File: src/rtl/qt_pkg.sv
package qt_pkg;
  localparam int NUM_MODES = 35;
  localparam int MODE_W = $clog2(NUM_MODES);
  localparam int CU_PER_QUAD = 5;
  localparam int NUM_QUAD = 4;
  localparam int NUM_CU = NUM_QUAD * CU_PER_QUAD + 1;
  localparam int CU_W = $clog2(NUM_CU);
  localparam int LEAF_N = NUM_QUAD * NUM_QUAD;
  localparam int FLAG_W = 1 + NUM_QUAD + LEAF_N;
  localparam int TBL_W = LEAF_N * MODE_W;

  typedef enum logic [1:0] {LVL8, LVL16, LVL32} lvl_t;

  typedef struct packed {
    logic              beat;
    logic              first;
    logic              last;
    lvl_t              lvl;
    logic [1:0]        quad;
    logic [1:0]        child;
    logic [MODE_W-1:0] mode;
  } qt_stb_t;
endpackage

File: src/rtl/qt_split_ctrl.sv
module qt_split_ctrl
  import qt_pkg::*;
(
  input  logic    clk,
  input  logic    rstN,
  input  logic    costValid,
  output qt_stb_t stb
);
  logic [MODE_W-1:0] modeCnt;
  logic [CU_W-1:0]   cuCnt;
  logic              lastMode;
  logic              lastCu;
  logic [CU_W-1:0]   base;
  logic [CU_W-1:0]   sub;

  assign lastMode = (modeCnt == MODE_W'(NUM_MODES - 1));
  assign lastCu   = (cuCnt == CU_W'(NUM_CU - 1));

  always_ff @(posedge clk) begin
    if (!rstN) begin
      modeCnt <= '0;
      cuCnt   <= '0;
    end else if (costValid) begin
      if (lastMode) begin
        modeCnt <= '0;
        cuCnt   <= lastCu ? '0 : cuCnt + 1'b1;
      end else begin
        modeCnt <= modeCnt + 1'b1;
      end
    end
  end

  always_comb begin
    stb       = '0;
    stb.beat  = costValid;
    stb.first = costValid && (modeCnt == '0);
    stb.last  = costValid && lastMode;
    stb.mode  = modeCnt;
    base      = '0;
    for (int q = 1; q < NUM_QUAD; q++) begin
      if (cuCnt >= CU_W'(q * CU_PER_QUAD)) begin
        stb.quad = 2'(q);
        base     = CU_W'(q * CU_PER_QUAD);
      end
    end
    sub = cuCnt - base;
    if (lastCu) begin
      stb.lvl  = LVL32;
      stb.quad = '0;
    end else if (sub == CU_W'(CU_PER_QUAD - 1)) begin
      stb.lvl = LVL16;
    end else begin
      stb.lvl   = LVL8;
      stb.child = sub[1:0];
    end
  end
endmodule

File: src/rtl/qt_split_dp.sv
module qt_split_dp
  import qt_pkg::*;
#(
  parameter int COST_W = 16
) (
  input  logic              clk,
  input  logic              rstN,
  input  qt_stb_t           stb,
  input  logic [COST_W-1:0] costData,
  output logic [FLAG_W-1:0] splitFlags,
  output logic [TBL_W-1:0]  modeTable,
  output logic              done
);
  localparam int SUM8_W  = COST_W + 2;
  localparam int SUM16_W = COST_W + 4;

  logic [COST_W-1:0]  runCost;
  logic [MODE_W-1:0]  runMode;
  logic [COST_W-1:0]  leafCost  [NUM_QUAD];
  logic [MODE_W-1:0]  leafMode  [LEAF_N];
  logic [SUM8_W-1:0]  quadCost  [NUM_QUAD];
  logic [MODE_W-1:0]  quadMode  [NUM_QUAD];
  logic [NUM_QUAD-1:0] quadSplit;

  logic               takeNew;
  logic [COST_W-1:0]  curCost;
  logic [MODE_W-1:0]  curMode;
  logic [SUM8_W-1:0]  sum8;
  logic [SUM16_W-1:0] sum16;
  logic               split16Now;
  logic               split32Now;
  logic [SUM8_W-1:0]  quadCostNext;
  logic [FLAG_W-1:0]  flagsNext;
  logic [TBL_W-1:0]   tableNext;

  // running minimum over the mode stream, strict compare keeps lower index
  assign takeNew = stb.first || (costData < runCost);
  assign curCost = takeNew ? costData : runCost;
  assign curMode = takeNew ? stb.mode : runMode;

  always_comb begin
    sum8  = '0;
    sum16 = '0;
    for (int i = 0; i < NUM_QUAD; i++) begin
      sum8  = sum8 + SUM8_W'(leafCost[i]);
      sum16 = sum16 + SUM16_W'(quadCost[i]);
    end
  end

  assign split16Now   = SUM8_W'(curCost) > sum8;
  assign quadCostNext = split16Now ? sum8 : SUM8_W'(curCost);
  assign split32Now   = SUM16_W'(curCost) > sum16;

  always_comb begin
    flagsNext    = '0;
    flagsNext[0] = split32Now;
    for (int q = 0; q < NUM_QUAD; q++) begin
      flagsNext[1+q] = split32Now && quadSplit[q];
    end
  end

  generate
    for (genvar p = 0; p < LEAF_N; p++) begin : g_tbl
      localparam int Q = p / NUM_QUAD;
      assign tableNext[p*MODE_W +: MODE_W] =
        !split32Now  ? curMode :
        quadSplit[Q] ? leafMode[p] : quadMode[Q];
    end
  endgenerate

  always_ff @(posedge clk) begin
    if (!rstN) begin
      runCost    <= '0;
      runMode    <= '0;
      quadSplit  <= '0;
      splitFlags <= '0;
      modeTable  <= '0;
      done       <= 1'b0;
      for (int i = 0; i < NUM_QUAD; i++) begin
        leafCost[i] <= '0;
        quadCost[i] <= '0;
        quadMode[i] <= '0;
      end
      for (int i = 0; i < LEAF_N; i++) leafMode[i] <= '0;
    end else begin
      done <= 1'b0;
      if (stb.beat) begin
        runCost <= curCost;
        runMode <= curMode;
      end
      if (stb.last) begin
        case (stb.lvl)
          LVL8: begin
            leafCost[stb.child]            <= curCost;
            leafMode[{stb.quad, stb.child}] <= curMode;
          end
          LVL16: begin
            quadCost[stb.quad]  <= quadCostNext;
            quadMode[stb.quad]  <= curMode;
            quadSplit[stb.quad] <= split16Now;
          end
          LVL32: begin
            splitFlags <= flagsNext;
            modeTable  <= tableNext;
            done       <= 1'b1;
          end
          default: ;
        endcase
      end
    end
  end
endmodule

File: src/rtl/qt_split_selector.sv
module qt_split_selector
  import qt_pkg::*;
#(
  parameter int COST_W = 16
) (
  input  logic              clk,
  input  logic              rstN,
  input  logic              costValid,
  input  logic [COST_W-1:0] costData,
  output logic [FLAG_W-1:0] splitFlags,
  output logic [TBL_W-1:0]  modeTable,
  output logic              done
);
  qt_stb_t stb;

  qt_split_ctrl i_ctrl (
    .clk       (clk),
    .rstN      (rstN),
    .costValid (costValid),
    .stb       (stb)
  );

  qt_split_dp #(.COST_W(COST_W)) i_dp (
    .clk        (clk),
    .rstN       (rstN),
    .stb        (stb),
    .costData   (costData),
    .splitFlags (splitFlags),
    .modeTable  (modeTable),
    .done       (done)
  );
endmodule

File: config.mk
export PLATFORM = sky130hd
export DESIGN_NAME = qt_split_selector
export DESIGN_NICKNAME = d
export VERILOG_FILES = /design/src/rtl/qt_pkg.sv /design/src/rtl/qt_split_ctrl.sv /design/src/rtl/qt_split_dp.sv /design/src/rtl/qt_split_selector.sv
export SDC_FILE = /design/constraint.sdc
export NUM_CORES = 1
export LEC_CHECK = 0
export BUFFER_PORTS_ARGS = -buffer_cell sky130_fd_sc_hd__buf_2
export CORE_AREA = 2 2 173 209
export CTS_CLUSTER_SIZE = 28
export DETAILED_ROUTE_END_ITERATION = 8
export DIE_AREA = 0 0 175 211
export PLACE_DENSITY = 0.78
export SYNTH_ARGS = -nofsm -noshare
export SYNTH_HDL_FRONTEND = slang
export SYNTH_HIERARCHICAL = 1
export SYNTH_SLANG_ARGS = --single-unit
File: constraint.sdc
create_clock -name clk -period 16.9 [get_ports clk]
set_clock_uncertainty 0.2 [all_clocks]
set_input_delay 3.38 -clock clk [delete_from_list [all_inputs] [get_ports clk]]
set_output_delay 3.38 -clock clk [all_outputs]
set_load 0.02 [all_outputs]
======== Word-level counts from Yosys, hierarchy flattened ========
Memories as Yosys holds them, arrays and structs flattened.
Cells that the tools add are included.
word-level totals
  flip-flop bits (word level) ............. 139
  ROM bits ................................ 0
  input port bits ......................... 19
  word-level logic and storage cells ...... 125
  memory bits (writable) .................. 256
  memories kept ........................... 4
  output and inout port bits .............. 118
  latch bits .............................. 0
cells by class
  bitwise gates (word level) .............. 0
  shift operators ......................... 0
  add/subtract/negate cells ............... 9
  divide/modulo/power cells ............... 0
  mux-type cells .......................... 73
  $mul .................................... 0
  eq/ne operators ......................... 5
  order comparisons ....................... 8
  reductions and logical operators ........ 18
memory list
  name           words  bits a word  read ports  clocked after Yosys merged registers in  write ports  line               RTL
  i_dp.leafMode  16     6            16          0                                        16           qt_split_dp.sv:20  logic [MODE_W-1:0] leafMode [LEAF_N];
  i_dp.quadCost  4      18           4           0                                        4            qt_split_dp.sv:21  logic [SUM8_W-1:0] quadCost [NUM_QUAD];
  i_dp.leafCost  4      16           4           0                                        4            qt_split_dp.sv:19  logic [COST_W-1:0] leafCost [NUM_QUAD];
  i_dp.quadMode  4      6            4           0                                        4            qt_split_dp.sv:22  logic [MODE_W-1:0] quadMode [NUM_QUAD];
operator list
  cell                 count
  $mux 6               36
  $add 20x18->20       2
  $add 18x16->18       2
  $mux 18              2
  $mux 16              2
  $gt 16x20->1         1
  $add 18x18->19       1
  $gt 16x18->1         1
  $mux 2               9
  $reduce_or 18->1     1
  $add 16x16->17       1
  $mux 1               17
  $lt 16x16->1         1
  $reduce_or 16->1     1
  $mux 4               3
  $reduce_or 6->1      2
  $ge 5x4->1 const B   2
  $reduce_and 2->1     4
  $logic_and 1x1->1    7
  $add 6x1->6 const B  1
  $eq 6x6->1 const B   1
  $logic_not 6->1      1
  $add 5x1->5 const B  1
  $eq 5x3->1 const B   1
  other kinds (13)     13

======== Longest topological paths before layout ========
Gate-level depths: netlist of the first run.
  word-level depth ........................ 15
  gate-level depth with buffers ........... 24
  gate-level depth less buffers ........... 22

======== Modules after synthesis ========
The synthesis of the first run kept the hierarchy.
by module, submodules not included
  module         sequential area each (um^2)  cells an instance  instances  area each (um^2)
  qt_split_dp    10,249.8                     1,807              1          19,839.0
  qt_split_ctrl  220.2                        105                1          872.1

======== Worst setup path after synthesis of the first run ========
No wires, ideal clock.
  kind .................................... input to register
  start point ............................. input port costData[4]
  end point ............................... memory i_dp/quadCost[0][2] in the netlist's numbering (data pin)
  arrival time ............................ 7.591 ns
  data required time ...................... 16.428 ns
  path buffers ............................ 3
  cell stages on the path ................. 20
  setup time .............................. 0.272 ns
  path slack .............................. 8.838 ns
  cells stage by stage .................... ha_1 a21oi_1 nor2b_1 a2111oi_0 o21ai_0 a41oi_2 buf_4 buf_6 mux2i_1 inv_1 ha_1 a21o_1 a21o_1 a21oi_1 o211ai_1 a221oi_1 a2111oi_4 buf_6 a21oi_1 nor3_1
RTL lines
  element             line                    RTL
  start: declaration  qt_split_selector.sv:9  input logic [COST_W-1:0] costData,
  end: declaration    qt_split_dp.sv:21

==> results of run 1 <==
-- cell type report --
class | count | share of cell area (%)
sequential | 395 | 46.0
multi-input combinational | 1232 | 39.6
clock buffer | 55 | 4.78
timing repair buffer | 149 | 3.60
inverter | 189 | 3.12
tap | 462 | 2.54
clock inverter | 14 | 0.363
-- flip-flops by register name (all words and copies together) (netlist names) --
register and count:
i_ctrl/modeCnt 6, i_dp/quadMode 24, i_dp/done 1, i_dp/quadSplit 4
i_dp/quadCost 72, i_dp/runCost 16, i_ctrl/cuCnt 5, i_dp/modeTable 96
i_dp/leafCost 64, i_dp/leafMode 96, i_dp/runMode 6, i_dp/splitFlags 5
-- kinds of logic (layout without fill, tap and decap cells) --
kind of cell,count (synthesis),in the layout,share of synthesized area [%]
AND/OR/NAND/NOR,503,503,11.3
AO/OA/AOI/OAI,484,484,16.6
adder cells (fa/ha/maj),162,162,12.3
multiplexers,25,25,1.21
other,1,24,0.0181
buffers and inverters,308,407,6.62
XOR/XNOR,34,34,1.44
flip-flops,395,395,50.6
-- power groups by stage --
stage	logic, mW	clock network, mW	registers [mW]
after floorplan	0.621	0	1.09
after global placement	0.757	0	1.09
after detailed placement	0.778	0	1.09
after CTS	0.783	0.816	1.07
after global routing	0.870	0.854	1.08
final	0.794	0.805	1.07
-- cell usage in the layout, fill, tap and decap left out, types with 15 or more instances in the layout --
master	count
buf_4	29
a31oi_1	49
fa_1	68
xor2_1	16
xnor2_1	18
inv_1	189
clkbuf_16	39
mux2i_1	19
o21ai_0	27
nand4_1	15
edfxtp_1	256
buf_2	120
nand2_1	77
dfxtp_1	139
nor2b_1	36
a21oi_1	149
a211oi_1	81
ha_1	94
a21o_1	16
conb_1	24
nand3_1	69
a22o_1	96
nor2_1	239
-- worst max-delay path by stage --
stage,endpoint,slack [ns]
after global placement,i_dp/modeTable[3]$_SDFFE_PN0P_,6.80
final,i_dp/modeTable[63]$_SDFFE_PN0P_,7.07
after CTS,i_dp/modeTable[63]$_SDFFE_PN0P_,7.10
after detailed placement,i_dp/modeTable[63]$_SDFFE_PN0P_,6.61
after global routing,i_dp/modeTable[63]$_SDFFE_PN0P_,6.63
after floorplan,i_dp/quadCost[0][2]$_SDFFCE_PN0P_,8.84
-- routing by layer --
layer  wire length, um  track usage [%]
met4              2330             13.2
met5                 0                0
met1             19400             33.1
met2             24600             46.2
met3              2690             3.67
-- critical path: stages --
cell and delay (ns):
buf_2 0.64, nor4b_4 0.40, and3b_2 0.25, nor3_1 0.08, a41oi_4 0.98, mux2i_1 0.75, inv_1 0.22, ha_1 0.36
o211ai_1 0.09, a2111oi_0 0.39, a211o_1 0.16, a21oi_1 0.06, nor4_4 0.75, buf_4 0.90, a21bo_2 0.42, a22o_1 0.18
-- per-stage QoR --
| stage | power, mW | instance area, um^2 |
|---|---|---|
| global route | 2.80 | 22800 |
| detailed placement | 1.87 | 21600 |
| global placement | 1.85 | 21600 |
| CTS | 2.67 | 22800 |
| floorplan | 1.71 | 20800 |
| finish | 2.67 | 22800 |
==> results.py, run 1 <==
metrics = {
    "run_status": {
        "outcome": "completed",
    },
    "die": {
        "die_area_um2": 36900,
        "fp.dieW_um": 175,
        "die_y_um": 211,
        "top_level_ports": 137,
        "fp.coreArea_um2": 34800,
        "std_cell_rows": 75,
        "start_util_pct": 59.5,
    },
    "power": {
        "p_int_mw": 1.77,
        "p_per_area_nw_per_um2": 117,
        "leakagePower_nw": 9.33,
        "pwr-share-seq_pct": 40.2,
        "p_sw_share_pct": 33.9,
        "combinationalPowerShare_pct": 29.7,
        "switchingPower_mw": 0.907,
        "power.share.clock_pct": 30.1,
        "peakVddDrop_uv": 142,
    },
    "final_layout": {
        "stdcell_count": 2496,
        "post-route-util_pct": 65.4,
        "fill_cells": 2686,
        "ff_latch_area_um2": 10500,
        "multi_input_area_um2": 9010,
        "antenna-diode-count": 0,
        "drive_gt1_share_pct": 12.5,
        "area_delta_synth_final_pct": 9.87,
        "fin_nets": 2187,
    },
    "sta": {
        "post-route-min-period_ns": 9.83,
        "hold_viol": 0,
        "worst_slew_pin_slew_ns": 1.23,
        "setup-tns-final_ns": 0,
        "fmax_mhz": 102,
        "rsz0062_at_grt": "no",
        "finalSetupViolCount": 0,
        "slew_violations": 0,
        "holdWs_ns": 0.257,
        "fin_ws_ns": 7.07,
        "post-route-period-util_pct": 58.1,
        "relSlewSlack_pct": 17.8,
    },
    "clocking": {
        "numCtsBuffers": 39,
        "worstSkewPairLatency_ns": 0.54,
        "cts_tree": "built",
        "ctsResizeCount": 0,
        "cts-root-buf": "clkbuf_16",
        "cts.hold.buffers_added": 0,
        "cts_num_sinks": 395,
        "cts-htree-levels": 2,
        "clk_pin_slew_ns": 0.06,
        "post-cts-setup-buffers": 0,
        "clk_path_buf_depth": 3,
    },
    "worst_setup_path": {
        "worst-endpoint-required_ns": 17.17,
        "r2r_cells": 18,
        "critPathLaunchType": "primary input",
        "crit_arrival_ns": 10.10,
        "r2r_setup_slack_ns": 9.85,
        "cp_max_fo": 104,
        "critPathCaptureType": "flip-flop",
        "crit_path_start": "costValid",
        "reg2reg_from": "i_dp/runCost[4]$_SDFFE_PN0P_",
        "critical_path_class": "in2reg",
        "r2r-end": "i_dp/modeTable[63]$_SDFFE_PN0P_",
    },
    "synthesis": {
        "synth.area.top_cells": "edfxtp_1, dfxtp_1, fa_1, ha_1, nor2_1",
        "yosysTopAreaCellShare_pct": 37.1,
        "synth_top_flop_cell": "edfxtp_1",
        "seq_area_frac_synth_pct": 50.6,
        "synth_area_um2": 20700,
        "synth_edf_count": 256,
        "yosysTopAreaCell": "edfxtp_1",
        "async_flop_share_pct": 0,
        "ys_top_cells_by_count": "edfxtp_1, nor2_1, inv_1",
        "yosysMostFrequentCell": "edfxtp_1",
        "yosys_warnings": 6,
        "ys_seq_elements": 395,
        "synth.avg_cell_area_um2": 10.8,
        "yosys.cell_types.count": 79,
        "synth_cells": 1912,
    },
    "placed_design": {
        "numPortBuffers": 120,
        "gp_congestion": 0.875,
        "dpl.cell_count": 2427,
        "pre_cts_slack_ns": 6.61,
        "dp_hpwl_um": 33900,
    },
    "global_routing": {
        "grt_pass1_wl_um": 78100,
        "track_usage_pct": 26.7,
        "antenna_found_initial": 0,
        "grt_max_degree": 105,
        "gr-total-overflow": 0,
        "grt_pass1_vias": 14800,
    },
    "min_path": {
        "holdPathStages": 2,
        "hold_path_startpoint": "i_dp/splitFlags[2]$_SDFFE_PN0P_",
        "hold_end": "i_dp/splitFlags[2]$_SDFFE_PN0P_",
        "hold_class": "reg2reg",
    },
    "detailed_routing": {
        "drcViolationCount": 0,
        "wl_per_cell_um": 19.6,
        "antenna_left": 0,
        "routed_via_density": 5.96,
        "drt_pass1_iterations": 5,
        "num_vias": 14900,
        "wirelength_um": 49000,
        "drtIter0Drc": 1234,
    },
    "run": {
        "cap_violations": 0,
    },
}
Note: power is estimated with default switching activity, not from simulation.
==> run 2: changes to the inputs <==
==> constraint.sdc (replaced) <==
create_clock -name clk -period 9.6 [get_ports clk]
set_clock_uncertainty 0.2 [all_clocks]
set_input_delay 1.92 -clock clk [delete_from_list [all_inputs] [get_ports clk]]
set_output_delay 1.92 -clock clk [all_outputs]
set_load 0.02 [all_outputs]
==> run 2 against run 1 <==
Total power increased by 82%. Non-clock buffer count increased by 6. Register-to-register slack got worse by 6.6 ns. Design area increased by 0.85%. Worst setup slack got worse by 4.9 ns. Critical path type unchanged. Critical endpoint is now i_dp/quadCost[2][11]$_SDFFCE_PN0P_. Highest routed layer unchanged.
==> results.py, run 2 (synthesis results as in run 1) <==
metrics = {
    "min_path": {
        "hold_class": "reg2reg",
    },
    "placed_design": {
        "gp_congestion": 0.924,
        "pre_cts_slack_ns": 1.74,
        "numPortBuffers": 120,
        "dp_hpwl_um": 34000,
        "dpl.cell_count": 2433,
    },
    "clocking": {
        "cts.hold.buffers_added": 0,
        "cts-htree-levels": 2,
        "cts_num_sinks": 395,
        "numCtsBuffers": 39,
        "ctsResizeCount": 0,
        "post-cts-setup-buffers": 0,
        "cts_tree": "built",
        "clk_pin_slew_ns": 0.06,
        "clk_path_buf_depth": 3,
        "cts-root-buf": "clkbuf_16",
        "worstSkewPairLatency_ns": 0.55,
    },
    "sta": {
        "rsz0062_at_grt": "no",
        "fin_ws_ns": 2.18,
        "relSlewSlack_pct": 12.7,
        "worst_slew_pin_slew_ns": 1.31,
        "finalSetupViolCount": 0,
        "post-route-period-util_pct": 77.3,
        "hold_viol": 0,
        "holdWs_ns": 0.254,
        "fmax_mhz": 135,
        "slew_violations": 0,
        "setup-tns-final_ns": 0,
        "post-route-min-period_ns": 7.42,
    },
    "global_routing": {
        "antenna_found_initial": 0,
        "gr-total-overflow": 0,
        "track_usage_pct": 27.1,
        "grt_pass1_vias": 14800,
        "grt_max_degree": 108,
        "grt_pass1_wl_um": 79000,
    },
    "die": {
        "fp.coreArea_um2": 34800,
        "die_area_um2": 36900,
        "std_cell_rows": 75,
        "fp.dieW_um": 175,
        "start_util_pct": 59.5,
        "top_level_ports": 137,
        "die_y_um": 211,
    },
    "detailed_routing": {
        "m1WireLength_um": 19100,
        "drcViolationCount": 0,
        "routed_via_density": 6.01,
        "drtIter0Drc": 1269,
        "wirelength_um": 49700,
        "wl_per_cell_um": 19.8,
        "dr_wl_met2_um": 24800,
        "num_vias": 15100,
        "route.met3.wl_um": 3430,
        "top_layer_used": "met4",
        "drt_pass1_iterations": 5,
        "antenna_left": 0,
    },
    "final_layout": {
        "antenna-diode-count": 0,
        "fin_nets": 2193,
        "layout_commonest_cell": "edfxtp_1",
        "area_delta_synth_final_pct": 10.8,
        "reg_top3": "i_dp/leafMode: 96 flops, i_dp/modeTable: 96 flops, i_dp/quadCost: 72 flops",
        "drive_gt1_share_pct": 12.6,
        "stdcell_count": 2505,
        "fill_cells": 2600,
        "post-route-util_pct": 65.9,
        "mostFrequentLayoutCells": "edfxtp_1, nor2_1, inv_1",
    },
    "worst_setup_path": {
        "r2r-end": "i_dp/modeTable[33]$_SDFFE_PN0P_",
        "critPathCapture": "i_dp/quadCost[2][11]$_SDFFCE_PN0P_",
        "critPathCaptureType": "flip-flop",
        "critical_path_class": "in2reg",
        "r2r_setup_slack_ns": 3.23,
        "r2r_cells": 21,
        "worst-endpoint-required_ns": 9.63,
        "cp_max_fo": 52,
        "reg2reg_from": "i_dp/quadCost[2][2]$_SDFFCE_PN0P_",
        "crit_arrival_ns": 7.45,
        "crit_path_start": "costValid",
        "critPathLaunchType": "primary input",
    },
    "power": {
        "peakVddDrop_uv": 231,
        "leakagePower_nw": 9.42,
        "p_per_area_nw_per_um2": 212,
    },
    "run": {
        "cap_violations": 0,
    },
    "run_status": {
        "outcome": "completed",
    },
}
[run 2: worst min-delay path by stage]
stage	slack [ns]	to	cells after the start	startpoint
CTS	0.26	i_dp/splitFlags[2]$_SDFFE_PN0P_	2	i_dp/splitFlags[2]$_SDFFE_PN0P_
global route	0.28	i_dp/splitFlags[2]$_SDFFE_PN0P_	2	i_dp/splitFlags[2]$_SDFFE_PN0P_
floorplan	0.25	i_dp/runCost[3]$_SDFFE_PN0P_	2	i_dp/runCost[3]$_SDFFE_PN0P_
global placement	0.24	i_dp/splitFlags[3]$_SDFFE_PN0P_	2	i_dp/splitFlags[3]$_SDFFE_PN0P_
detailed placement	0.25	i_dp/splitFlags[2]$_SDFFE_PN0P_	2	i_dp/splitFlags[2]$_SDFFE_PN0P_
finish	0.25	i_dp/splitFlags[2]$_SDFFE_PN0P_	2	i_dp/splitFlags[2]$_SDFFE_PN0P_
[run 2: through the flow]
stage                     power, mW  instance area (um^2)
after detailed placement       3.30                 21600
after global placement         3.27                 21600
after CTS                      4.85                 22900
after floorplan                3.01                 20800
final                          4.85                 22900
after global routing           5.08                 22900
[run 2: metal layers]
metal | up-vias | track usage, %
met5 | - | 0
met4 | 0 | 12.7
met1 | 7235 | 32.9
met2 | 666 | 47.8
met3 | 143 | 3.94
li1 | 7016 | -
[run 2: power breakdown]
group | switching, mW | internal [mW]
Clock | 0.639 | 0.907
Sequential | 0.0257 | 1.87
Combinational | 0.953 | 0.464
Total | 1.62 | 3.24
[run 2: area by class of cell]
class	instances	area, um^2	area share, %
flip-flops and latches	395	10500	45.6
multi-input cells	1232	9010	39.3
clock buffers	60	1180	5.14
repair buffers	155	876	3.82
inverters	189	709	3.09
well taps	462	578	2.52
clock inverters	12	126	0.551
[run 2: worst max-delay path, stage by stage]
cell       delay (ns)
buf_2            0.65
nor4b_4          0.40
and3b_2          0.25
nor3_1           0.08
a41oi_4          0.58
mux2i_1          0.75
inv_1            0.18
ha_1             0.35
a21o_1           0.18
a21o_1           0.16
a21oi_1          0.21
o211ai_1         0.12
a221oi_1         0.59
a2111oi_4        0.11
buf_4            0.24
nand2_4          0.47
a211oi_1         0.18
